--- src/rtl/vic_pkg.sv ---
package vic_pkg;
    localparam int BANK_W = 32;

    // Register byte offsets; bank words sit at base + 4*bank
    localparam int OFF_VECTOR   = 'h00;
    localparam int OFF_PROT     = 'h08;
    localparam int OFF_TRIG     = 'h0C;
    localparam int OFF_PEND     = 'h10;
    localparam int OFF_FAST     = 'h20;
    localparam int OFF_ENABLE   = 'h40;
    localparam int OFF_MASK     = 'h50;

    typedef enum logic [1:0] {
        TRIG_LOW  = 2'd0,
        TRIG_HIGH = 2'd1,
        TRIG_FALL = 2'd2,
        TRIG_RISE = 2'd3
    } trig_mode_e;

    typedef enum logic {
        EXT_IDLE = 1'b0,
        EXT_HELD = 1'b1
    } ext_state_e;
endpackage

--- src/rtl/vic_bank_regs.sv ---
module vic_bank_regs
    import vic_pkg::*;
(
    input  logic              clk_i,
    input  logic              rst_ni,
    input  logic              en_we_i,
    input  logic              mask_we_i,
    input  logic [BANK_W-1:0] wdata_i,
    output logic [BANK_W-1:0] en_o,
    output logic [BANK_W-1:0] mask_o
);
    always_ff @(posedge clk_i) begin
        if (!rst_ni) begin
            en_o   <= '0;
            mask_o <= '0;
        end else begin
            if (en_we_i)   en_o   <= wdata_i;
            if (mask_we_i) mask_o <= wdata_i;
        end
    end
endmodule

--- src/rtl/vic_prio_enc.sv ---
module vic_prio_enc #(
    parameter int N     = 96,
    parameter int IDX_W = $clog2(N)
) (
    input  logic [N-1:0]     act_i,
    output logic             valid_o,
    output logic [IDX_W-1:0] idx_o
);
    // Lowest index wins: scan downward so the last hit is the smallest
    always_comb begin
        idx_o = '0;
        for (int k = N - 1; k >= 0; k--) begin
            if (act_i[k]) idx_o = IDX_W'(k);
        end
        valid_o = |act_i;
    end
endmodule

--- src/rtl/vic_ext_latch.sv ---
module vic_ext_latch
    import vic_pkg::*;
(
    input  logic       clk_i,
    input  logic       rst_ni,
    input  logic       ext_i,
    input  trig_mode_e mode_i,
    input  logic       ack_i,
    output logic       capture_o,
    output logic       pend_o
);
    logic       sync1_q, sync2_q, prev_q;
    ext_state_e state_q, state_d;

    // Synchronizer and history flop; reset high for an idle-high line
    always_ff @(posedge clk_i) begin
        if (!rst_ni) begin
            sync1_q <= 1'b1;
            sync2_q <= 1'b1;
            prev_q  <= 1'b1;
        end else begin
            sync1_q <= ext_i;
            sync2_q <= sync1_q;
            prev_q  <= sync2_q;
        end
    end

    always_comb begin
        unique case (mode_i)
            TRIG_LOW:  capture_o = !sync2_q;
            TRIG_HIGH: capture_o = sync2_q;
            TRIG_FALL: capture_o = prev_q && !sync2_q;
            TRIG_RISE: capture_o = !prev_q && sync2_q;
            default:   capture_o = 1'b0;
        endcase
    end

    // State register
    always_ff @(posedge clk_i) begin
        if (!rst_ni) state_q <= EXT_IDLE;
        else         state_q <= state_d;
    end

    // Transitions: T_CAPTURE and T_ACK (capture wins over ack)
    always_comb begin
        state_d = state_q;
        unique case (state_q)
            EXT_IDLE: if (capture_o)          state_d = EXT_HELD;
            EXT_HELD: if (ack_i && !capture_o) state_d = EXT_IDLE;
            default:                           state_d = EXT_IDLE;
        endcase
    end

    // Outputs
    always_comb begin
        pend_o = (state_q == EXT_HELD);
    end
endmodule

--- src/rtl/vic_top.sv ---
module vic_top
    import vic_pkg::*;
#(
    parameter int NUM_BANKS = 3,
    parameter int ADDR_W    = 8
) (
    input  logic                      clk_i,
    input  logic                      rst_ni,
    input  logic [ADDR_W-1:0]         bus_addr_i,
    input  logic                      bus_wr_i,
    input  logic [BANK_W-1:0]         bus_wdata_i,
    input  logic                      bus_rd_i,
    output logic [BANK_W-1:0]         bus_rdata_o,
    input  logic                      ext_irq_i,
    input  logic [NUM_BANKS*BANK_W-1:1] lvl_src_i,
    output logic                      irq_o
);
    localparam int NUM_SRC = NUM_BANKS * BANK_W;
    localparam int IDX_W   = $clog2(NUM_SRC);

    logic [NUM_SRC-1:0] en_all, mask_all, pend_all, active;
    logic               prot_q;
    trig_mode_e         trig_q;
    logic               src0_ack, src0_cap, src0_pend;
    logic               vec_valid;
    logic [IDX_W-1:0]   vec_idx;
    logic [BANK_W-1:0]  rdata_d;

    for (genvar b = 0; b < NUM_BANKS; b++) begin : g_bank
        logic en_we, mask_we;
        assign en_we   = bus_wr_i && (bus_addr_i == ADDR_W'(OFF_ENABLE + 4 * b));
        assign mask_we = bus_wr_i && (bus_addr_i == ADDR_W'(OFF_MASK + 4 * b));
        vic_bank_regs u_regs (
            .clk_i     (clk_i),
            .rst_ni    (rst_ni),
            .en_we_i   (en_we),
            .mask_we_i (mask_we),
            .wdata_i   (bus_wdata_i),
            .en_o      (en_all[b*BANK_W +: BANK_W]),
            .mask_o    (mask_all[b*BANK_W +: BANK_W])
        );
    end

    assign src0_ack = bus_wr_i && (bus_addr_i == ADDR_W'(OFF_PEND)) && bus_wdata_i[0];

    vic_ext_latch u_ext (
        .clk_i     (clk_i),
        .rst_ni    (rst_ni),
        .ext_i     (ext_irq_i),
        .mode_i    (trig_q),
        .ack_i     (src0_ack),
        .capture_o (src0_cap),
        .pend_o    (src0_pend)
    );

    assign pend_all = {lvl_src_i, src0_pend};
    assign active   = pend_all & en_all & ~mask_all;

    vic_prio_enc #(.N(NUM_SRC), .IDX_W(IDX_W)) u_prio (
        .act_i   (active),
        .valid_o (vec_valid),
        .idx_o   (vec_idx)
    );

    always_ff @(posedge clk_i) begin
        if (!rst_ni) begin
            prot_q <= 1'b0;
            trig_q <= TRIG_LOW;
            irq_o  <= 1'b0;
        end else begin
            if (bus_wr_i && bus_addr_i == ADDR_W'(OFF_PROT)) prot_q <= bus_wdata_i[0];
            if (bus_wr_i && bus_addr_i == ADDR_W'(OFF_TRIG)) trig_q <= trig_mode_e'(bus_wdata_i[1:0]);
            irq_o <= |active;
        end
    end

    // Read decode; fast-interrupt words and unknown offsets fall through to zero
    always_comb begin
        rdata_d = '0;
        if (bus_addr_i == ADDR_W'(OFF_VECTOR) && vec_valid)
            rdata_d = BANK_W'(vec_idx) << 2;
        if (bus_addr_i == ADDR_W'(OFF_PROT))
            rdata_d = {{(BANK_W-1){1'b0}}, prot_q};
        if (bus_addr_i == ADDR_W'(OFF_TRIG))
            rdata_d = {{(BANK_W-2){1'b0}}, trig_q};
        for (int b = 0; b < NUM_BANKS; b++) begin
            if (bus_addr_i == ADDR_W'(OFF_PEND + 4 * b))   rdata_d = pend_all[b*BANK_W +: BANK_W];
            if (bus_addr_i == ADDR_W'(OFF_ENABLE + 4 * b)) rdata_d = en_all[b*BANK_W +: BANK_W];
            if (bus_addr_i == ADDR_W'(OFF_MASK + 4 * b))   rdata_d = mask_all[b*BANK_W +: BANK_W];
        end
    end

    always_ff @(posedge clk_i) begin
        if (!rst_ni)       bus_rdata_o <= '0;
        else if (bus_rd_i) bus_rdata_o <= rdata_d;
    end
endmodule

--- config.mk ---
export PLATFORM = sky130hd
export DESIGN_NAME = vic_top
export DESIGN_NICKNAME = d
export VERILOG_FILES = /design/src/rtl/vic_pkg.sv /design/src/rtl/vic_bank_regs.sv /design/src/rtl/vic_prio_enc.sv /design/src/rtl/vic_ext_latch.sv /design/src/rtl/vic_top.sv
export SDC_FILE = /design/constraint.sdc
export NUM_CORES = 1
export LEC_CHECK = 0
export ABC_AREA = 1
export CORE_MARGIN = 3
export CORE_UTILIZATION = 25
export CTS_CLUSTER_DIAMETER = 80
export DETAILED_ROUTE_END_ITERATION = 12
export DONT_BUFFER_PORTS = 1
export PLACE_DENSITY = 0.44
export SYNTH_ARGS = -nofsm -noshare
export SYNTH_HDL_FRONTEND = slang
export SYNTH_HIERARCHICAL = 1
export SYNTH_SLANG_ARGS = --single-unit
export TNS_END_PERCENT = 30
--- constraint.sdc ---
create_clock -name clk_i -period 5.8 [get_ports clk_i]
set_clock_uncertainty 0.05 [all_clocks]
set_input_delay 0.87 -clock clk_i [delete_from_list [all_inputs] [get_ports clk_i]]
set_output_delay 0.87 -clock clk_i [all_outputs]
set_load 0.005 [all_outputs]
==> results.py, run 1 <==
metrics = {
    "cts": {
        "cts_tree": "done",
        "clock_sinks": 232,
        "insertion_delay_ns": 0.58,
        "cts_buffer_depth": 3,
        "clockRootBuffer": "clkbuf_16",
        "cts_buffers": 31,
        "hold_buffers": 0,
        "htreeDepth": 1,
        "clk_pin_slew_ns": 0.06,
    },
    "finish": {
        "antenna-diode-count": 0,
        "nNetsFinal": 2616,
        "fillers": 6447,
        "finish.instance_area_sq_um": 15900,
        "syn_to_final_growth_pct": 11.8,
        "layout-drive-gt1-share": 0.0653,
        "final-instance-count-excl-fill": 3246,
    },
    "global_routing": {
        "grt_pass1_wl_microns": 83000,
        "grt_use_met1": 0.215,
        "antenna_found_initial": 2,
        "use_met2": 0.327,
        "top_usage_layer": "met2",
        "gr-total-overflow": 0,
        "grt_max_degree": 200,
        "grt_pass1_vias": 13500,
        "use_met3": 0.0465,
        "grt_usage": 0.184,
    },
    "floorplanning": {
        "core_sq_um": 55700,
        "initial_core_util": 0.255,
        "fp-row-count": 86,
        "die-area_sq_um": 59800,
        "die_w_microns": 245,
        "io_pins": 173,
        "die_y_microns": 245,
    },
    "routing": {
        "vias": 14400,
        "detail_route.drc_violations": 0,
        "drtIter0Drc": 920,
        "first_pass_iters": 5,
        "wl_per_cell_microns": 17.2,
        "vias_per_cell": 4.45,
        "wl_microns": 56000,
        "drtAntennaViolNets": 0,
    },
    "yosys": {
        "yosysWarnings": 6,
        "synth_area_per_cell_sq_um": 5.71,
        "syn_nets": 2630,
        "syn-cell-area_sq_um": 14200,
        "syn_inst": 2490,
    },
    "worst_setup_path": {
        "worstPathArrival_ns": 6.43,
        "criticalPathCategory": "reg -> reg",
        "cp_max_fo": 2,
        "crit_slowest_cell": "dfxtp_2",
        "worstReg2RegStart": "g_bank[2].u_regs/en_o[30]$_SDFFE_PN0P_",
        "r2r_end": "bus_rdata_o[2]$_SDFFE_PN0P_",
        "slowest_delay_ns": 0.33,
        "reg2reg_depth": 105,
        "endpoint_kind": "register",
        "cp.required_ns": 6.19,
        "startpoint_type": "register",
        "crit_path_start": "g_bank[2].u_regs/en_o[30]$_SDFFE_PN0P_",
        "cp-endpoint": "bus_rdata_o[2]$_SDFFE_PN0P_",
        "cpMostUsedCell": "nand2_1",
        "reg2reg_slack_ns": -0.24,
    },
    "timing": {
        "hold_viol": 0,
        "setup_viol": 1,
        "fmax_mhz": 166,
        "layout_setup_ws_ns": -0.239,
        "rsz0062_at_grt": "true",
        "maxSlewHeadroom": 0.232,
        "min_period_over_period": 1.04,
        "report.final.slew_viol_count": 0,
        "period_needed_ns": 6.04,
        "tightest_slew_ns": 1.14,
        "whs_ns": 0.337,
    },
    "pwr": {
        "p_per_area_nw_per_um2": 238,
        "ir_worst_vdd_uv": 218,
        "p_leak_nw": 7.44,
    },
    "flow_run": {
        "drv_cap": 0,
    },
    "placed_design": {
        "routabilityCongestion": 0.862,
        "dp_hpwl_microns": 41000,
        "io_buffers": 0,
        "placedCellCount": 3190,
        "dpl_worst_slack_ns": -0.808,
        "postPlaceCellArea_sq_um": 14800,
    },
    "run_status": {
        "violations": "setup timing",
        "status": "complete, but fails checks",
    },
    "hold_path": {
        "hp-class": "in -> reg",
        "hp-start": "rst_ni",
    },
}
==> flip-flops by register name (all words and copies together) (netlist names) <==
signal / cells
g_bank.u_regs/mask_o: 96
u_ext/prev_q: 1
u_ext/sync1_q: 1
bus_rdata_o: 32
u_ext/pend_o: 1
u_ext/sync2_q: 1
trig_q: 2
prot_q: 1
irq_o: 1
g_bank.u_regs/en_o: 96
==> cell type report <==
cell class              count  area, sq um  area share
inverters                 323         1240      0.0780
well taps                 748          936      0.0589
clock buffers              45          878      0.0552
repair buffers             58          460      0.0290
flip-flops and latches    232         4650       0.292
clock inverters            10          183      0.0115
multi-input cells        1830         7560       0.475
==> through the flow <==
stage | util | total power (W) | setup TNS, ns
5_1_grt | 0.285 | 0.00393 | -1.28
6_report | 0.285 | 0.00379 | -0.239
2_1_floorplan | - | 0.00178 | 0
3_3_place_gp | 0.266 | 0.00178 | -0.865
4_1_cts | 0.285 | 0.00385 | -0.250
3_5_place_dp | 0.266 | 0.00178 | -0.808
==> critical path, delay by kind of cell (launching register included) <==
kind / cells / cell delay (ns)
flip-flops: 1 / 0.33
AND/OR/NAND/NOR: 102 / 5.38
buffers and inverters: 1 / 0.05
AO/OA/AOI/OAI: 2 / 0.10
==> power breakdown <==
group / internal [W] / switching, W
Sequential: 0.00160 / 0.00000423
Clock: 0.00126 / 0.000775
Combinational: 0.0000500 / 0.0000945
==> what timing repair did <==
action | CTS | global route
buffers inserted | 0 | 1
resized for setup | 4 | 8
setup endpoints to repair | 1 | 1
pin swaps | 0 | 3
==> layout by cell type (no fill, tap or decap), drive strengths merged <==
cell / count
nand4: 13
nand3b: 12
nor4: 29
nand2: 874
o22ai: 1
o211ai: 1
buf: 58
nand3: 113
o311ai: 1
a21oi: 102
a21boi: 1
bufinv: 7
o21bai: 1
or2: 11
a31oi: 2
nor3: 13
a311oi: 1
clkbuf: 45
and2: 1
nor2: 614
dfxtp: 232
o21ai: 39
inv: 321
clkinv: 5
o31ai: 1
==> per-layer routing <==
metal | up-vias | wire [microns]
met2 | 309 | 27200
li1 | 7470 | -
met4 | 4 | 2060
met1 | 6572 | 22900
met5 | - | 34
met3 | 87 | 3750
==> worst min path at each step <==
stage | endpoint | slack [ns] | depth (start not counted)
CTS | u_ext/sync1_q$_SDFF_PN1_ | 0.31 | 2
floorplan | u_ext/sync2_q$_SDFF_PN1_ | 0.33 | 2
global route | u_ext/sync1_q$_SDFF_PN1_ | 0.33 | 1
global placement | u_ext/sync2_q$_SDFF_PN1_ | 0.36 | 2
detailed placement | u_ext/sync2_q$_SDFF_PN1_ | 0.36 | 2
finish | u_ext/sync1_q$_SDFF_PN1_ | 0.34 | 1
(Power assumes the default switching activity.)
==> inputs of run 2 (changes only) <==
- SYNTH_HIERARCHICAL: 1 -> default
==> run 2 against run 1 <==
  * The run still ends with setup timing left
  * Design area fell by 13%
  * Area after synthesis shrank 14%
  * Via count shrank 17%
  * Fmax increased by 3.7%
  * Non-clock buffer count shrank 13
  * Critical path depth is 1 lower
  * Largest power group unchanged
  * Highest routed layer unchanged
==> results.py, run 2 <==
metrics = {
    "run_status": {
        "status": "complete, but fails checks",
        "violations": "setup timing",
    },
    "global_routing": {
        "antenna_found_initial": 2,
        "grt_pass1_wl_microns": 73300,
        "grt_pass1_vias": 10900,
        "grt_max_degree": 156,
        "grt_usage": 0.190,
        "gr-total-overflow": 0,
    },
    "pwr": {
        "p_per_area_nw_per_um2": 252,
        "p_leak_nw": 5.04,
        "total_power_w": 0.00350,
        "ir_worst_vdd_uv": 218,
    },
    "floorplanning": {
        "fp-row-count": 80,
        "die-area_sq_um": 51700,
        "core_sq_um": 48000,
        "die_w_microns": 227,
        "die_y_microns": 227,
        "initial_core_util": 0.255,
        "io_pins": 173,
    },
    "hold_path": {
        "hp-class": "reg -> reg",
    },
    "yosys": {
        "syn_inst": 1803,
        "yosys.cell_types.count": 40,
        "yosysTopAreaCellShare": 0.379,
        "synthArstFlopShare": 0,
        "synth_top_cell_by_area": "dfxtp_1",
        "yosysWarnings": 0,
        "synth_area_per_cell_sq_um": 6.80,
        "synth_edf_count": 0,
        "syn-cell-area_sq_um": 12300,
        "synth.ff_latch_count": 232,
        "synth_ff_type": "dfxtp_1",
        "yosysMostFrequentCell": "nand2_1",
        "syn_nets": 1943,
        "synthTopCellsByArea": "dfxtp_1 (38%), a21oi_1 (11%), nand2_1 (9.8%)",
        "synthTopCellsByCount": "nand2_1 (321), a21oi_1 (269), dfxtp_1 (232)",
        "ys_seq_area_frac": 0.379,
    },
    "routing": {
        "detail_route.drc_violations": 0,
        "first_pass_iters": 7,
        "topRoutingLayerUsed": "met5",
        "drtIter0Drc": 868,
        "wl_microns": 50500,
        "wl_met2_microns": 21900,
        "wl_met3_microns": 4440,
        "vias": 12000,
        "vias_per_cell": 4.97,
        "wl_per_cell_microns": 21.0,
        "drtAntennaViolNets": 0,
        "met1_length_microns": 23000,
    },
    "cts": {
        "clockRootBuffer": "clkbuf_16",
        "cts_tree": "done",
        "cts_buffer_depth": 3,
        "clk_pin_slew_ns": 0.06,
        "cts_buffers": 28,
        "insertion_delay_ns": 0.56,
        "clock_sinks": 232,
        "htreeDepth": 1,
        "hold_buffers": 0,
    },
    "worst_setup_path": {
        "slowest_delay_ns": 0.30,
        "cp_max_fo": 2,
        "cp_num_cells": 104,
        "cp_top_family": "simple AND/OR/NAND/NOR gates",
        "crit_slowest_cell": "dfxtp_1",
        "cp-endpoint": "bus_rdata_o[2]$_SDFFE_PN0P_",
        "worstPathArrival_ns": 6.20,
        "reg2reg_slack_ns": -0.02,
        "reg2reg_depth": 104,
        "startpoint_type": "register",
        "endpoint_kind": "register",
        "cpMostUsedCell": "nand2_1",
        "crit_path_start": "g_bank[2].u_regs.mask_o[30]$_SDFFE_PN0P_",
        "r2r_end": "bus_rdata_o[2]$_SDFFE_PN0P_",
        "cp.required_ns": 6.17,
        "worstReg2RegStart": "g_bank[2].u_regs.mask_o[30]$_SDFFE_PN0P_",
        "path_buf_inv": 1,
        "criticalPathCategory": "reg -> reg",
    },
    "finish": {
        "final-instance-count-excl-fill": 2411,
        "syn_to_final_growth_pct": 13.3,
        "layout_common_cells": "nand2_1 (318), a21oi_1 (269), dfxtp_1 (231), o21ai_0 (199), inv_1 (188)",
        "final_common_cell": "nand2_1",
        "layout-drive-gt1-share": 0.132,
        "fin_util": 0.289,
        "nNetsFinal": 1917,
        "top_regs": "g_bank.u_regs.en_o x96, g_bank.u_regs.mask_o x96, bus_rdata_o x32",
    },
    "timing": {
        "period_needed_ns": 5.82,
        "maxSlewHeadroom": 0.281,
        "layout_setup_ws_ns": -0.0236,
        "rsz0062_at_grt": "true",
        "tightest_slew_ns": 1.08,
        "hold_viol": 0,
        "setup_viol": 1,
        "min_period_over_period": 1.00,
        "fmax_mhz": 172,
        "report.final.slew_viol_count": 0,
    },
    "placed_design": {
        "placedCellCount": 2362,
        "io_buffers": 0,
        "dp_hpwl_microns": 37500,
        "routabilityCongestion": 0.873,
    },
    "flow_run": {
        "drv_cap": 0,
    },
}
-- run 2: how the worst min path moves through the flow --
stage	startpoint	endpoint	cells after the start
floorplan	u_ext.sync1_q$_SDFF_PN1_	u_ext.sync2_q$_SDFF_PN1_	1
global placement	u_ext.sync1_q$_SDFF_PN1_	u_ext.sync2_q$_SDFF_PN1_	1
detailed placement	u_ext.sync1_q$_SDFF_PN1_	u_ext.sync2_q$_SDFF_PN1_	1
CTS	rst_ni	u_ext.prev_q$_SDFF_PN1_	1
global route	ext_irq_i	u_ext.sync1_q$_SDFF_PN1_	1
finish	u_ext.sync1_q$_SDFF_PN1_	u_ext.sync2_q$_SDFF_PN1_	1
-- run 2: kinds of logic after synthesis --
group,share of synthesized area
simple gates,0.244
flops,0.379
compound gates,0.256
buf+inv,0.121
-- run 2: worst register-to-register path, delay by kind of cell (launching register included) --
| kind | cells | cell delay [ns] |
|---|---|---|
| AO/OA/AOI/OAI | 1 | 0.05 |
| buffers and inverters | 1 | 0.05 |
| flip-flops | 1 | 0.30 |
| AND/OR/NAND/NOR | 102 | 5.30 |
-- run 2: through the flow --
step	area (sq um)	setup TNS [ns]	hold WS, ns	setup WS [ns]
after CTS	13900	-0.0724	0.339	-0.0724
after floorplan	12300	0	0.343	0.265
after global routing	13900	-1.10	0.344	-1.10
final	13900	-0.0236	0.361	-0.0236
after detailed placement	12900	-0.644	0.348	-0.644
after global placement	12900	-0.676	0.351	-0.676
-- run 2: final cells by class --
cell class	instances	area, sq um
Timing Repair Buffer	45	338
Tap cell	615	769
Sequential cell	232	4650
Multi-Input combinational cell	1202	6150
Inverter	268	1050
Fill cell	5299	34200
Antenna cell	1	2.50
Clock inverter	4	51.3
Clock buffer	44	882
-- run 2: timing repair --
item | in CTS | in global routing
resized for setup | 2 | 1
buffers inserted | 0 | 0
endpoints found under the setup margin | 1 | 1
-- run 2: routing by layer --
layer | vias to the layer above | track usage
met4 | 2 | 0.0500
met2 | 376 | 0.290
met1 | 5608 | 0.260
met3 | 60 | 0.0580
met5 | - | 0
li1 | 5942 | -
-- run 2: report_power, final --
| group | switching [W] | internal, W | leakage (nW) |
|---|---|---|---|
| clock network | 0.000726 | 0.00108 | 0.457 |
| logic | 0.0000665 | 0.0000293 | 2.71 |
| registers | 0.00000394 | 0.00160 | 1.87 |
==> inputs of run 3 (changes only) <==
- CELL_PAD_IN_SITES_DETAIL_PLACEMENT: default -> 1
- CELL_PAD_IN_SITES_GLOBAL_PLACEMENT: default -> 2
- PLACE_DENSITY: 0.44 -> 0.66
==> run 3 against run 2 <==
  * The flow still finishes with violations (setup timing)
  * Clock power is 6% higher
  * Total power up 3.2%
  * First-iteration DRC count fell by 44%
  * Critical path type unchanged
  * Largest power group unchanged
==> results.py, run 3 (synthesis gave the netlist of run 2 again) <==
metrics = {
    "run_status": {
        "status": "complete, but fails checks",
        "violations": "setup timing",
    },
    "global_routing": {
        "grt_max_degree": 156,
        "antenna_found_initial": 0,
        "gr-total-overflow": 0,
        "grt_usage": 0.209,
        "grt_pass1_vias": 12500,
        "grt_pass1_wl_microns": 80500,
    },
    "placed_design": {
        "dp_hpwl_microns": 40600,
        "postPlaceCellArea_sq_um": 13000,
        "io_buffers": 0,
        "routabilityCongestion": 0.812,
        "placedCellCount": 2369,
    },
    "finish": {
        "layout-drive-gt1-share": 0.137,
        "final-instance-count-excl-fill": 2426,
        "finish.instance_area_sq_um": 14000,
        "syn_to_final_growth_pct": 14.2,
        "fin_util": 0.292,
        "final_common_cell": "nand2_1",
        "layout_common_cells": "nand2_1 (317), a21oi_1 (269), dfxtp_1 (231), o21ai_0 (199), inv_1 (188)",
        "antenna-diode-count": 0,
        "nNetsFinal": 1927,
        "top_regs": "g_bank.u_regs.en_o x96, g_bank.u_regs.mask_o x96, bus_rdata_o x32",
    },
    "hold_path": {
        "min_to": "u_ext.sync1_q$_SDFF_PN1_",
        "hp-start": "ext_irq_i",
        "hp-class": "in -> reg",
        "whs_path_depth": 1,
    },
    "floorplanning": {
        "core_sq_um": 48000,
        "io_pins": 173,
        "die_y_microns": 227,
        "die-area_sq_um": 51700,
        "die_w_microns": 227,
        "initial_core_util": 0.255,
        "fp-row-count": 80,
    },
    "timing": {
        "finalSetupTns_ns": -0.132,
        "setup_viol": 1,
        "tightest_slew_ns": 1.11,
        "period_needed_ns": 5.93,
        "maxSlewHeadroom": 0.255,
        "fmax_mhz": 169,
        "min_period_over_period": 1.02,
        "rsz0062_at_grt": "true",
        "layout_setup_ws_ns": -0.132,
        "report.final.slew_viol_count": 0,
        "whs_ns": 0.349,
        "hold_viol": 0,
    },
    "flow_run": {
        "drv_cap": 0,
    },
    "cts": {
        "clk_pin_slew_ns": 0.06,
        "clock_sinks": 232,
        "insertion_delay_ns": 0.59,
        "htreeDepth": 1,
        "clockRootBuffer": "clkbuf_16",
        "cts_buffers": 31,
        "post_cts.repair.setup_buffers": 0,
        "cts_buffer_depth": 3,
        "cts_tree": "done",
    },
    "routing": {
        "drtAntennaViolNets": 0,
        "wl_per_cell_microns": 22.7,
        "vias": 12100,
        "detail_route.drc_violations": 0,
        "first_pass_iters": 4,
        "drtIter0Drc": 490,
        "vias_per_cell": 5.01,
        "wl_microns": 55000,
    },
    "worst_setup_path": {
        "crit_path_start": "g_bank[2].u_regs.mask_o[30]$_SDFFE_PN0P_",
        "reg2reg_depth": 104,
        "worstPathArrival_ns": 6.32,
        "worstReg2RegStart": "g_bank[2].u_regs.mask_o[30]$_SDFFE_PN0P_",
        "startpoint_type": "register",
        "endpoint_kind": "register",
        "r2r_end": "bus_rdata_o[2]$_SDFFE_PN0P_",
        "slowest_delay_ns": 0.30,
        "cpMostUsedCell": "nand2_1",
        "cp_max_fo": 2,
        "criticalPathCategory": "reg -> reg",
        "crit_slowest_cell": "dfxtp_1",
        "reg2reg_slack_ns": -0.13,
        "cp.required_ns": 6.19,
    },
    "pwr": {
        "p_per_area_nw_per_um2": 258,
        "ir_worst_vdd_uv": 223,
        "p_leak_nw": 5.11,
    },
}
[run 3: cell count changes in the layout (fill, tap and decap cells not counted), sizes merged]
cell / before / now
clkinv: 11 / 15
bufinv: 4 / 5
buf: 45 / 52
diode: 1 / 0
clkinvlp: 1 / 0
clkbuf: 44 / 48
inv: 256 / 257
[run 3: metal layers]
metal / up-vias / part of all wire / GRT usage
li1: 5962 / - / -
met1: 5896 / 0.42 / 0.248
met2: 220 / 0.49 / 0.372
met3: 70 / 0.059 / 0.0494
met4: 0 / 0.031 / 0.0650
met5: - / 0 / 0
[run 3: power by group]
group | internal (W) | leakage, nW | total, W | switching (W)
combinational | 0.0000297 | 2.75 | 0.000101 | 0.0000714
clock | 0.00113 | 0.488 | 0.00191 | 0.000775
sequential | 0.00160 | 1.87 | 0.00160 | 0.00000403
[run 3: how the worst max path moves through the flow]
| stage | to |
|---|---|
| finish | bus_rdata_o[2]$_SDFFE_PN0P_ |
| floorplan | bus_rdata_o[2]$_SDFFE_PN0P_ |
| global route | bus_rdata_o[2]$_SDFFE_PN0P_ |
| global placement | bus_rdata_o[2]$_SDFFE_PN0P_ |
| CTS | bus_rdata_o[2]$_SDFFE_PN0P_ |
| detailed placement | bus_rdata_o[2]$_SDFFE_PN0P_ |
[run 3: repair_timing]
action	in CTS	in global routing
gates cloned	0	0
gates resized for setup	2	1
hold buffers	0	0
setup endpoints to repair	1	2
[run 3: final cells by class]
type	instances	area (sq um)
Inverter	268	1050
Tap cell	615	769
Clock buffer	48	890
Timing Repair Buffer	52	390
Sequential cell	232	4650
Fill cell	5955	34000
Multi-Input combinational cell	1202	6160
Clock inverter	9	98.8
[run 3: critical path, delay by kind of cell, from the launching register on]
kind            cells  cell delay, ns
compound gates      1            0.05
buf+inv             1            0.06
flops               1            0.30
simple gates      102            5.32
[run 3: stage by stage]
stage | power, W | setup WS, ns
CTS | 0.00367 | -0.259
global placement | 0.00174 | -0.784
global route | 0.00374 | -1.13
floorplan | 0.00173 | 0.265
detailed placement | 0.00174 | -0.796
finish | 0.00361 | -0.132
